$ cat src/rtl/tser_pkg.sv
package tser_pkg;

  // True when the lowest n bits of v are all ones (n = 0 gives true).
  function automatic logic low_ones(input logic [7:0] v, input int n);
    logic r;
    r = 1'b1;
    for (int i = 0; i < 8; i++) begin
      if (i < n && !v[i]) r = 1'b0;
    end
    return r;
  endfunction

endpackage

$ cat src/rtl/tser_phase.sv
// Free-running phase counter standing in for the divide-by-two chain.
module tser_phase #(
  parameter int CW = 4
) (
  input  logic          clk,
  input  logic          rst,
  output logic [CW-1:0] phase,
  output logic          wrap
);

  always_ff @(posedge clk) begin
    if (rst) phase <= '0;
    else     phase <= phase + CW'(1);
  end

  assign wrap = &phase;

  // the slot phase is followed by phase zero
  a_r2_wrap_to_zero: assert property (@(posedge clk) disable iff (rst)
    wrap |=> (phase == '0));

endmodule

$ cat src/rtl/tser_word_latch.sv
// Input word register, loaded once per slot.
module tser_word_latch #(
  parameter int W = 16
) (
  input  logic         clk,
  input  logic         rst,
  input  logic         load,
  input  logic         in_valid,
  input  logic [W-1:0] in_data,
  output logic [W-1:0] word,
  output logic         word_ok
);

  always_ff @(posedge clk) begin
    if (rst) begin
      word    <= '0;
      word_ok <= 1'b0;
    end else if (load) begin
      word    <= in_valid ? in_data : '0;
      word_ok <= in_valid;
    end
  end

  // the word changes only at a slot
  a_r3_hold_off_slot: assert property (@(posedge clk) disable iff (rst)
    !load |=> $stable(word));

  // an empty slot leaves an all-zero word
  a_r6_empty_is_zero: assert property (@(posedge clk) disable iff (rst)
    !word_ok |-> (word == '0));

endmodule

$ cat src/rtl/tser_mux_level.sv
// One level of the 2:1 mux tree: N_IN streams merged into N_IN/2.
module tser_mux_level #(
  parameter int N_IN = 16,
  parameter int CW   = 4,
  parameter int LVL  = 1
) (
  input  logic              clk,
  input  logic              rst,
  input  logic [CW-1:0]     phase,
  input  logic [N_IN-1:0]   d,
  output logic [N_IN/2-1:0] q
);

  localparam int N_OUT = N_IN / 2;
  localparam int LOWB  = CW - LVL;

  logic load;
  logic sel;

  assign load = tser_pkg::low_ones(8'(phase), LOWB);
  assign sel  = phase[LOWB];

  always_ff @(posedge clk) begin
    if (rst) begin
      q <= '0;
    end else if (load) begin
      for (int j = 0; j < N_OUT; j++) begin
        q[j] <= sel ? d[j + N_OUT] : d[j];
      end
    end
  end

  // level registers hold between their load enables
  a_r9_level_hold: assert property (@(posedge clk) disable iff (rst)
    !load |=> $stable(q));

endmodule

$ cat src/rtl/tree_serializer.sv
// W:1 serializer built from log2(W) cascaded 2:1 mux levels.
module tree_serializer #(
  parameter int W = 16
) (
  input  logic         clk,
  input  logic         rst,
  input  logic         in_valid,
  output logic         in_ready,
  input  logic [W-1:0] in_data,
  output logic         ser_out,
  output logic         frame_out
);

  localparam int            CW       = $clog2(W);
  localparam logic [CW-1:0] PRE_LAST = CW'(W - 2);

  logic [CW-1:0] phase;
  logic          wrap;
  logic [W-1:0]  word;
  logic          word_ok;
  logic          frame_q;

  // Node storage: level k occupies nodes[(W>>k) +: (W>>k)], level 0 is the word.
  logic [2*W-1:1] nodes;

  tser_phase #(.CW(CW)) u_phase (
    .clk   (clk),
    .rst   (rst),
    .phase (phase),
    .wrap  (wrap)
  );

  tser_word_latch #(.W(W)) u_latch (
    .clk      (clk),
    .rst      (rst),
    .load     (wrap),
    .in_valid (in_valid),
    .in_data  (in_data),
    .word     (word),
    .word_ok  (word_ok)
  );

  assign nodes[W +: W] = word;

  for (genvar k = 1; k <= CW; k++) begin : g_level
    localparam int NI = W >> (k - 1);
    localparam int NO = W >> k;
    tser_mux_level #(.N_IN(NI), .CW(CW), .LVL(k)) u_lvl (
      .clk   (clk),
      .rst   (rst),
      .phase (phase),
      .d     (nodes[NI +: NI]),
      .q     (nodes[NO +: NO])
    );
  end

  // Bit 0 reaches the line in the cycle after phase W-2.
  always_ff @(posedge clk) begin
    if (rst) frame_q <= 1'b0;
    else     frame_q <= (phase == PRE_LAST) && word_ok;
  end

  assign in_ready  = wrap;
  assign ser_out   = nodes[1];
  assign frame_out = frame_q;

  // outputs are clear in the cycle after a reset edge
  a_r1_reset_clears: assert property (@(posedge clk)
    $past(rst) |-> (!ser_out && !frame_out && !in_ready));

  // the ready slot lasts a single cycle
  a_r2_ready_single: assert property (@(posedge clk) disable iff (rst)
    in_ready |=> !in_ready);

  // a frame marker only falls on a slot cycle
  a_r5_frame_in_slot: assert property (@(posedge clk) disable iff (rst)
    frame_out |-> in_ready);

endmodule

$ cat config.mk
export PLATFORM = sky130hd
export DESIGN_NAME = tree_serializer
export DESIGN_NICKNAME = d
export VERILOG_FILES = /design/src/rtl/tser_pkg.sv /design/src/rtl/tser_phase.sv /design/src/rtl/tser_word_latch.sv /design/src/rtl/tser_mux_level.sv /design/src/rtl/tree_serializer.sv
export SDC_FILE = /design/constraint.sdc
export NUM_CORES = 1
export LEC_CHECK = 0
export BUFFER_PORTS_ARGS = -buffer_cell sky130_fd_sc_hd__clkbuf_2
export CAP_MARGIN = 5
export CORE_MARGIN = 1.5
export CORE_UTILIZATION = 29
export CTS_BUF_LIST = sky130_fd_sc_hd__clkbuf_8
export CTS_CLUSTER_SIZE = 28
export DETAILED_ROUTE_END_ITERATION = 10
export REMOVE_ABC_BUFFERS = 1
export SLEW_MARGIN = 30
export SYNTH_ARGS = -nofsm -noshare
export SYNTH_HDL_FRONTEND = slang
export SYNTH_SLANG_ARGS = --single-unit
$ cat constraint.sdc
create_clock -name clk -period 1.9 [get_ports clk]
set_clock_uncertainty 0.2 [all_clocks]
set_input_delay 0.285 -clock clk [delete_from_list [all_inputs] [get_ports clk]]
set_output_delay 0.285 -clock clk [all_outputs]
set_load 0.05 [all_outputs]
Word-level counts from Yosys, hierarchy flattened:

Cells that the tools add are included.

* add/subtract/negate cells: 1
* $mul: 0
* div/mod/pow operators: 0
* order comparisons: 0
* equality and inequality tests: 1
* shift-type cells: 0
* muxes and demuxes: 19
* bitwise logic cells: 0
* reduce and logical (&&, ||, !) cells: 2

Operators by type and width (number)
* $mux W1: 18
* $mux W16: 1
* $add A4 B1 Y4 const B: 1
* $eq A4 B4 Y1 const B: 1
* $reduce_and A4 Y1: 1
* $logic_and A1 B1 Y1: 1

* bits in registers: 37
* latch bits: 0
* RAM bits: 0
* memory bits (read-only): 0
* bits of input ports: 19
* output and inout bits: 3
* word-level logic and storage cells: 31
* memories: 0

Longest topological paths before layout:

Gate-level depths: netlist of the first run.

* depth after elaboration: 3
* depth in mapped cells: 6
* depth with buffers taken out: 4

Modules after synthesis:

From an unflattened synthesis of the first run, not the netlist that was laid out.

* cell total of the unflattened synthesis: 160
* area total of the unflattened synthesis: 1620.3 µm²

Modules (own cells, without submodules)
* tser_word_latch: instances 1, cells an instance 74, area each 668.1 µm², sequential area each 340.3 µm²
* tser_mux_level at g_level[1].u_lvl: instances 1, cells an instance 39, area each 451.7 µm², sequential area each 160.2 µm²
* tser_mux_level at g_level[2].u_lvl: instances 1, cells an instance 19, area each 190.2 µm², sequential area each 80.1 µm²
* tser_phase: instances 1, cells an instance 14, area each 152.6 µm², sequential area each 80.1 µm²
* tser_mux_level at g_level[3].u_lvl: instances 1, cells an instance 8, area each 82.6 µm², sequential area each 40.0 µm²
* tree_serializer: instances 1, cells an instance 3, area each 41.3 µm², sequential area each 20.0 µm²
* tser_mux_level at g_level[4].u_lvl: instances 1, cells an instance 3, area each 33.8 µm², sequential area each 20.0 µm²

Worst setup path after synthesis of the first run:

No wires, ideal clock.

* path type: reg-to-output
* start: reg u_phase.phase[1]
* end: out in_ready
* arrival: 1208 ps
* data required time: 1415 ps
* slack: 207 ps
* cell stages (with the launch flop): 6
* buffers on the path: 3
* cells stage by stage: dfxtp_1 ha_1 buf_4 and3_4 buf_6 buf_12

* cells in the longest elaborated chain, start to end: 1

RTL lines
* from (decl): RTL line tser_phase.sv:7 `output logic [CW-1:0] phase,`
* from (signal assigned): RTL line tser_phase.sv:13 `else phase <= phase + CW'(1);`
* $reduce_and A4 Y1: RTL line tser_phase.sv:16 `assign wrap = &phase;`
* to (decl): RTL line tree_serializer.sv:8 `output logic in_ready,`

Every way passes these cells.

Worst setup path in the final report of the first run:

Ends and elaborated chain as after synthesis.

==> results of run 1 <==
[cell usage in the layout (no fill, tap or decap)]
| cell type | count |
|---|---|
| clkbuf_8 | 6 |
| nor2_1 | 19 |
| mux2i_1 | 32 |
| nor2b_1 | 2 |
| dfxtp_1 | 37 |
| nand4_1 | 1 |
| mux2_2 | 1 |
| ha_1 | 3 |
| a211oi_1 | 14 |
| and3_4 | 1 |
| buf_4 | 7 |
| nand3_1 | 1 |
| buf_12 | 3 |
| inv_1 | 2 |
| nand2b_1 | 18 |
| nand3b_1 | 16 |
| clkbuf_2 | 20 |
[layer usage]
layer | track usage [%] | vias up
li1 | - | 601
met1 | 14.4 | 490
met2 | 15.3 | 20
met3 | 3.56 | 7
met4 | 4.29 | 0
met5 | 0 | -
[sequential cells by signal (all words and copies together), names as in the netlist]
name and flops:
u_latch.word 16, g_level.u_lvl.q 15, u_phase.phase 4, frame_out 1, u_latch.word_ok 1
[layout make-up]
class / instances / area share (%)
Multi-Input combinational cell: 108 / 41.8
Sequential cell: 37 / 38.0
Timing Repair Buffer: 30 / 10.9
Tap cell: 72 / 4.63
Clock buffer: 6 / 4.24
Clock inverter: 1 / 0.193
Inverter: 1 / 0.193
[cells by family after synthesis]
group	count (synthesis)	synth area share, %
compound gates	14	6.32
fa+ha+maj	3	2.26
buf+inv	17	6.55
flops	37	44.5
mux	33	19.9
simple gates	58	20.4
[final timing paths]
check / to / cells after the start
hold reg to reg: frame_out$_SDFF_PP0_ / 2
setup reg to reg: u_latch.word[0]$_SDFFE_PP0P_ / 5
hold / removal: u_latch.word[4]$_SDFFE_PP0P_ / 3
setup / recovery: in_ready / 3
[metrics by stage]
stage,cell area (sq um),setup slack (ps),power (mW),std cells
final,1950,83.9,1.45,255
after global routing,1950,6.52,1.53,255
after CTS,1950,67.4,1.48,255
after detailed placement,1850,250,0.934,247
after global placement,1850,287,0.934,247
after floorplan,1560,122,0.873,146
[power by group through the flow]
| stage | registers (mW) | clock network [mW] | logic [mW] |
|---|---|---|---|
| 5_1_grt | 0.804 | 0.597 | 0.128 |
| 4_1_cts | 0.802 | 0.561 | 0.116 |
| 3_5_place_dp | 0.820 | 0 | 0.115 |
| 3_3_place_gp | 0.820 | 0 | 0.114 |
| 2_1_floorplan | 0.826 | 0 | 0.0471 |
| 6_report | 0.802 | 0.534 | 0.113 |
[critical path, cell delays in order (launching register included)]
cell and delay [ps]:
dfxtp_1 430, ha_1 260, and3_4 230, buf_12 130
==> flow_summary.ini, run 1 <==
[synthesis]
synth.yosys.seq_area_share_pct = 44.5
yosys.area.top_type = dfxtp_1
synth_top_cell_area_share_pct = 44.5
synth_edf_count = 0
synth_warnings = 0
synthesis.area_sq_mm = 0.00166
syn_area_per_cell_sq_um = 10.3
synth.area.top_cells = dfxtp_1, mux2i_1, nand3b_1
ys_seq_elements = 37
synth_commonest_cells = dfxtp_1, mux2i_1, nor2_1, nand2b_1, nand3b_1
syn_inst = 162
synth.distinct_cells = 19
yosysMostFrequentCell = dfxtp_1
synth_flop_cell = dfxtp_1
postSynth.asyncResetShare_pct = 0

[drt]
drt-pass1-iter-count = 4
top_layer_used = met4
met3_length_um = 113
drc_errors = 0
wl_per_cell_um = 11.4
routed_wl_um = 2900
drt-met1-wl_um = 1480
wl_met2_um = 1260
drtIter0Drc = 53
routed_via_density = 4.38
vias = 1118
ant_nets = 0

[sta]
clock.fmax_ghz = 0.551
slew_headroom_pct = 75.7
whs_ps = 48.1
slew_violations = 0
setup_viol = 0
timing.final.crit_share_pct = 95.6
fin_setup_tns_ps = 0
rsz0062_at_grt = false
worstMarginPinSlew_ps = 364
layout_min_cycle_time_ps = 1820
hold_violations = 0

[finish]
fin_util_pct = 35.4
seq_area_sq_um = 741
final_layout_size_suffix_gt1_share_pct = 20.8
multi_input_area_sq_um = 813
antenna_cells = 0
fill_cells = 560
area_growth_pct = 17.1
nNetsFinal = 205

[flow_run]
max_cap_violations = 0

[worst_setup_path]
r2r_slack_ps = 170
end_kind = output port
required_ps = 1410
crit_start = u_phase.phase[1]$_SDFF_PP0_
cp.arrival_ps = 1330
critPathLaunchType = flip-flop
path_class = flip-flop to output port
reg2reg_from = u_phase.phase[1]$_SDFF_PP0_
critPathMaxFanout = 5

[cts]
cts_root_buf = clkbuf_8
clock_sinks = 37
cts_tree = yes
cts_resized = 0
htree_levels = 2
clkLatencyLatePin_ps = 280
cts.path.max_buffers = 2
clk_pin_slew_worst_paths_ps = 70
hold_buffers = 0
cts_buffers = 5
cts_setup_buffers = 1

[power_and_ir_drop]
p_sw_share_pct = 22.0
seqPwrFrac_pct = 55.4
power.share.combinational_pct = 7.8
internal_power_mw = 1.13
p_sw_mw = 0.318
clockPowerShare_pct = 36.9
p_per_area_mw_per_mm2 = 744
p_leak_nw = 0.667
irDropWorstVdd_v = 0.000251

[placed_design]
dp_hpwl_um = 1930
io_buffers = 21
gp_congestion = 0.709

[grt]
grt_pass1_vias = 1090
grt_max_degree = 21
grt_overflow = 0
grt_pass1_wl_um = 5070
grt_usage_pct = 10.6
antenna_found_initial = 0

[floorplan]
start_util_pct = 30.2
dieArea_sq_mm = 0.00620
num_rows = 27
core_sq_mm = 0.00551
pin_count = 22
die_y_um = 78.7
die_x_um = 78.7

[outcome]
status = completed

[min_path]
min-delay-start = in_data[4]
hold_path_class = primary input to flip-flop
No activity file was read; power rests on OpenSTA's default activity.
==> run 2, diff against run 1 <==
- CTS_BUF_LIST: sky130_fd_sc_hd__clkbuf_8 -> sky130_fd_sc_hd__clkbuf_16
- SETUP_SLACK_MARGIN: not set -> 0.02
==> flow_summary.ini, run 2 (synthesized netlist as in run 1, its figures left out) <==
[floorplan]
die_x_um = 78.7
start_util_pct = 30.2
die_y_um = 78.7
core_sq_mm = 0.00551
num_rows = 27
pin_count = 22
dieArea_sq_mm = 0.00620

[finish]
stdcell_count = 255
final_layout_size_suffix_gt1_share_pct = 20.8
area_growth_pct = 20.0
final_common_cell = dfxtp_1
largest_reg_flops = 16
regMostFlops = u_latch.word
final_cell_mix = dfxtp_1, mux2i_1, clkbuf_2
top_regs = u_latch.word x16, g_level.u_lvl.q x15, u_phase.phase x4
antenna_cells = 0
nNetsFinal = 205

[drt]
drt-pass1-iter-count = 3
drtIter0Drc = 35
ant_nets = 0
routed_via_density = 4.43
drc_errors = 0
routed_wl_um = 2900
vias = 1130
wl_per_cell_um = 11.4

[cts]
cts_buffers = 5
hold_buffers = 0
clkLatencyLatePin_ps = 270
cts_tree = yes
cts.path.max_buffers = 2
cts_root_buf = clkbuf_16
clock_sinks = 37
clk_pin_slew_worst_paths_ps = 50
htree_levels = 2

[grt]
grt_pass1_wl_um = 5080
grt_overflow = 0
grt_pass1_vias = 1081
grt_max_degree = 21
antenna_found_initial = 0
grt_usage_pct = 10.9

[sta]
clock.fmax_ghz = 0.563
slew_headroom_pct = 75.6
layout_min_cycle_time_ps = 1780
rsz0062_at_grt = false
setup_viol = 0
worstMarginPinSlew_ps = 365
fin_setup_tns_ps = 0
timing.final.crit_share_pct = 93.6
slew_violations = 0
hold_violations = 0

[placed_design]
io_buffers = 21
gp_congestion = 0.709
dp_hpwl_um = 1930
dp_cells = 247

[power_and_ir_drop]
p_per_area_mw_per_mm2 = 833
p_leak_nw = 0.685
irDropWorstVdd_v = 0.000409

[worst_setup_path]
required_ps = 1410
critPathLaunchType = flip-flop
end_kind = output port
cp.arrival_ps = 1290
critPathMaxFanout = 5
path_class = flip-flop to output port

[flow_run]
max_cap_violations = 0

[outcome]
status = completed

[min_path]
hold_path_class = primary input to flip-flop
## run 2: cell count changes in the layout (fill, tap and decap cells not counted)
cell,delta
clkbuf_16,+5
ha_2,+1
clkinv_1,+1
ha_1,-1
clkbuf_8,-6
## run 2: final timing paths
kind / from / endpoint / slack [ps] / cells after the start
min: in_data[4] / u_latch.word[4]$_SDFFE_PP0P_ / 60 / 3
min reg2reg: u_latch.word_ok$_SDFFE_PP0P_ / frame_out$_SDFF_PP0_ / 260 / 2
max reg2reg: u_phase.phase[1]$_SDFF_PP0_ / u_latch.word[0]$_SDFFE_PP0P_ / 200 / 5
max: u_phase.phase[1]$_SDFF_PP0_ / in_ready / 120 / 3
## run 2: layout make-up
type	instances	area [sq um]
clock buffers	5	125
clock inverters	2	7.51
fillers	557	3510
inverters	1	3.75
multi-input cells	108	816
flip-flops and latches	37	741
well taps	72	90.1
repair buffers	30	213
## run 2: metal layers
metal | track usage [%] | vias up | part of all wire [%]
li1 | - | 603 | -
met1 | 14.1 | 502 | 51
met2 | 15.0 | 20 | 42
met3 | 5.63 | 5 | 5.1
met4 | 4.82 | 0 | 2.2
met5 | 0 | - | 0
## run 2: timing repair
| item | CTS | global route |
|---|---|---|
| endpoints found under the setup margin | 1 | 1 |
| buffers inserted | 1 | 0 |
| cloned | 0 | 0 |
| pin swaps | 1 | 0 |
| resized for setup | 0 | 1 |
## run 2: power breakdown
part	internal [mW]	total (mW)	leakage, nW	switching, mW
combinational	0.0575	0.112	0.317	0.0547
clock	0.468	0.746	0.0685	0.278
sequential	0.793	0.804	0.299	0.0107
total	1.32	1.66	0.685	0.343
## run 2: worst max-delay path, cell delays in order, from the launching register on
cell	delay [ps]
dfxtp_1	420
ha_2	250
and3_4	210
buf_12	130
## run 2: through the flow
| step | hold slack, ps | worst slack, ps | power [mW] | instance area [sq um] | util, % |
|---|---|---|---|---|---|
| floorplan | 152 | 122 | 0.873 | 1560 | - |
| global placement | 248 | 287 | 0.934 | 1850 | 33.7 |
| detailed placement | 250 | 250 | 0.934 | 1850 | 33.7 |
| CTS | 50.3 | 82.3 | 1.70 | 1990 | 36.2 |
| global route | 59.5 | 46.9 | 1.76 | 2000 | 36.2 |
| finish | 57.6 | 122 | 1.66 | 2000 | 36.2 |
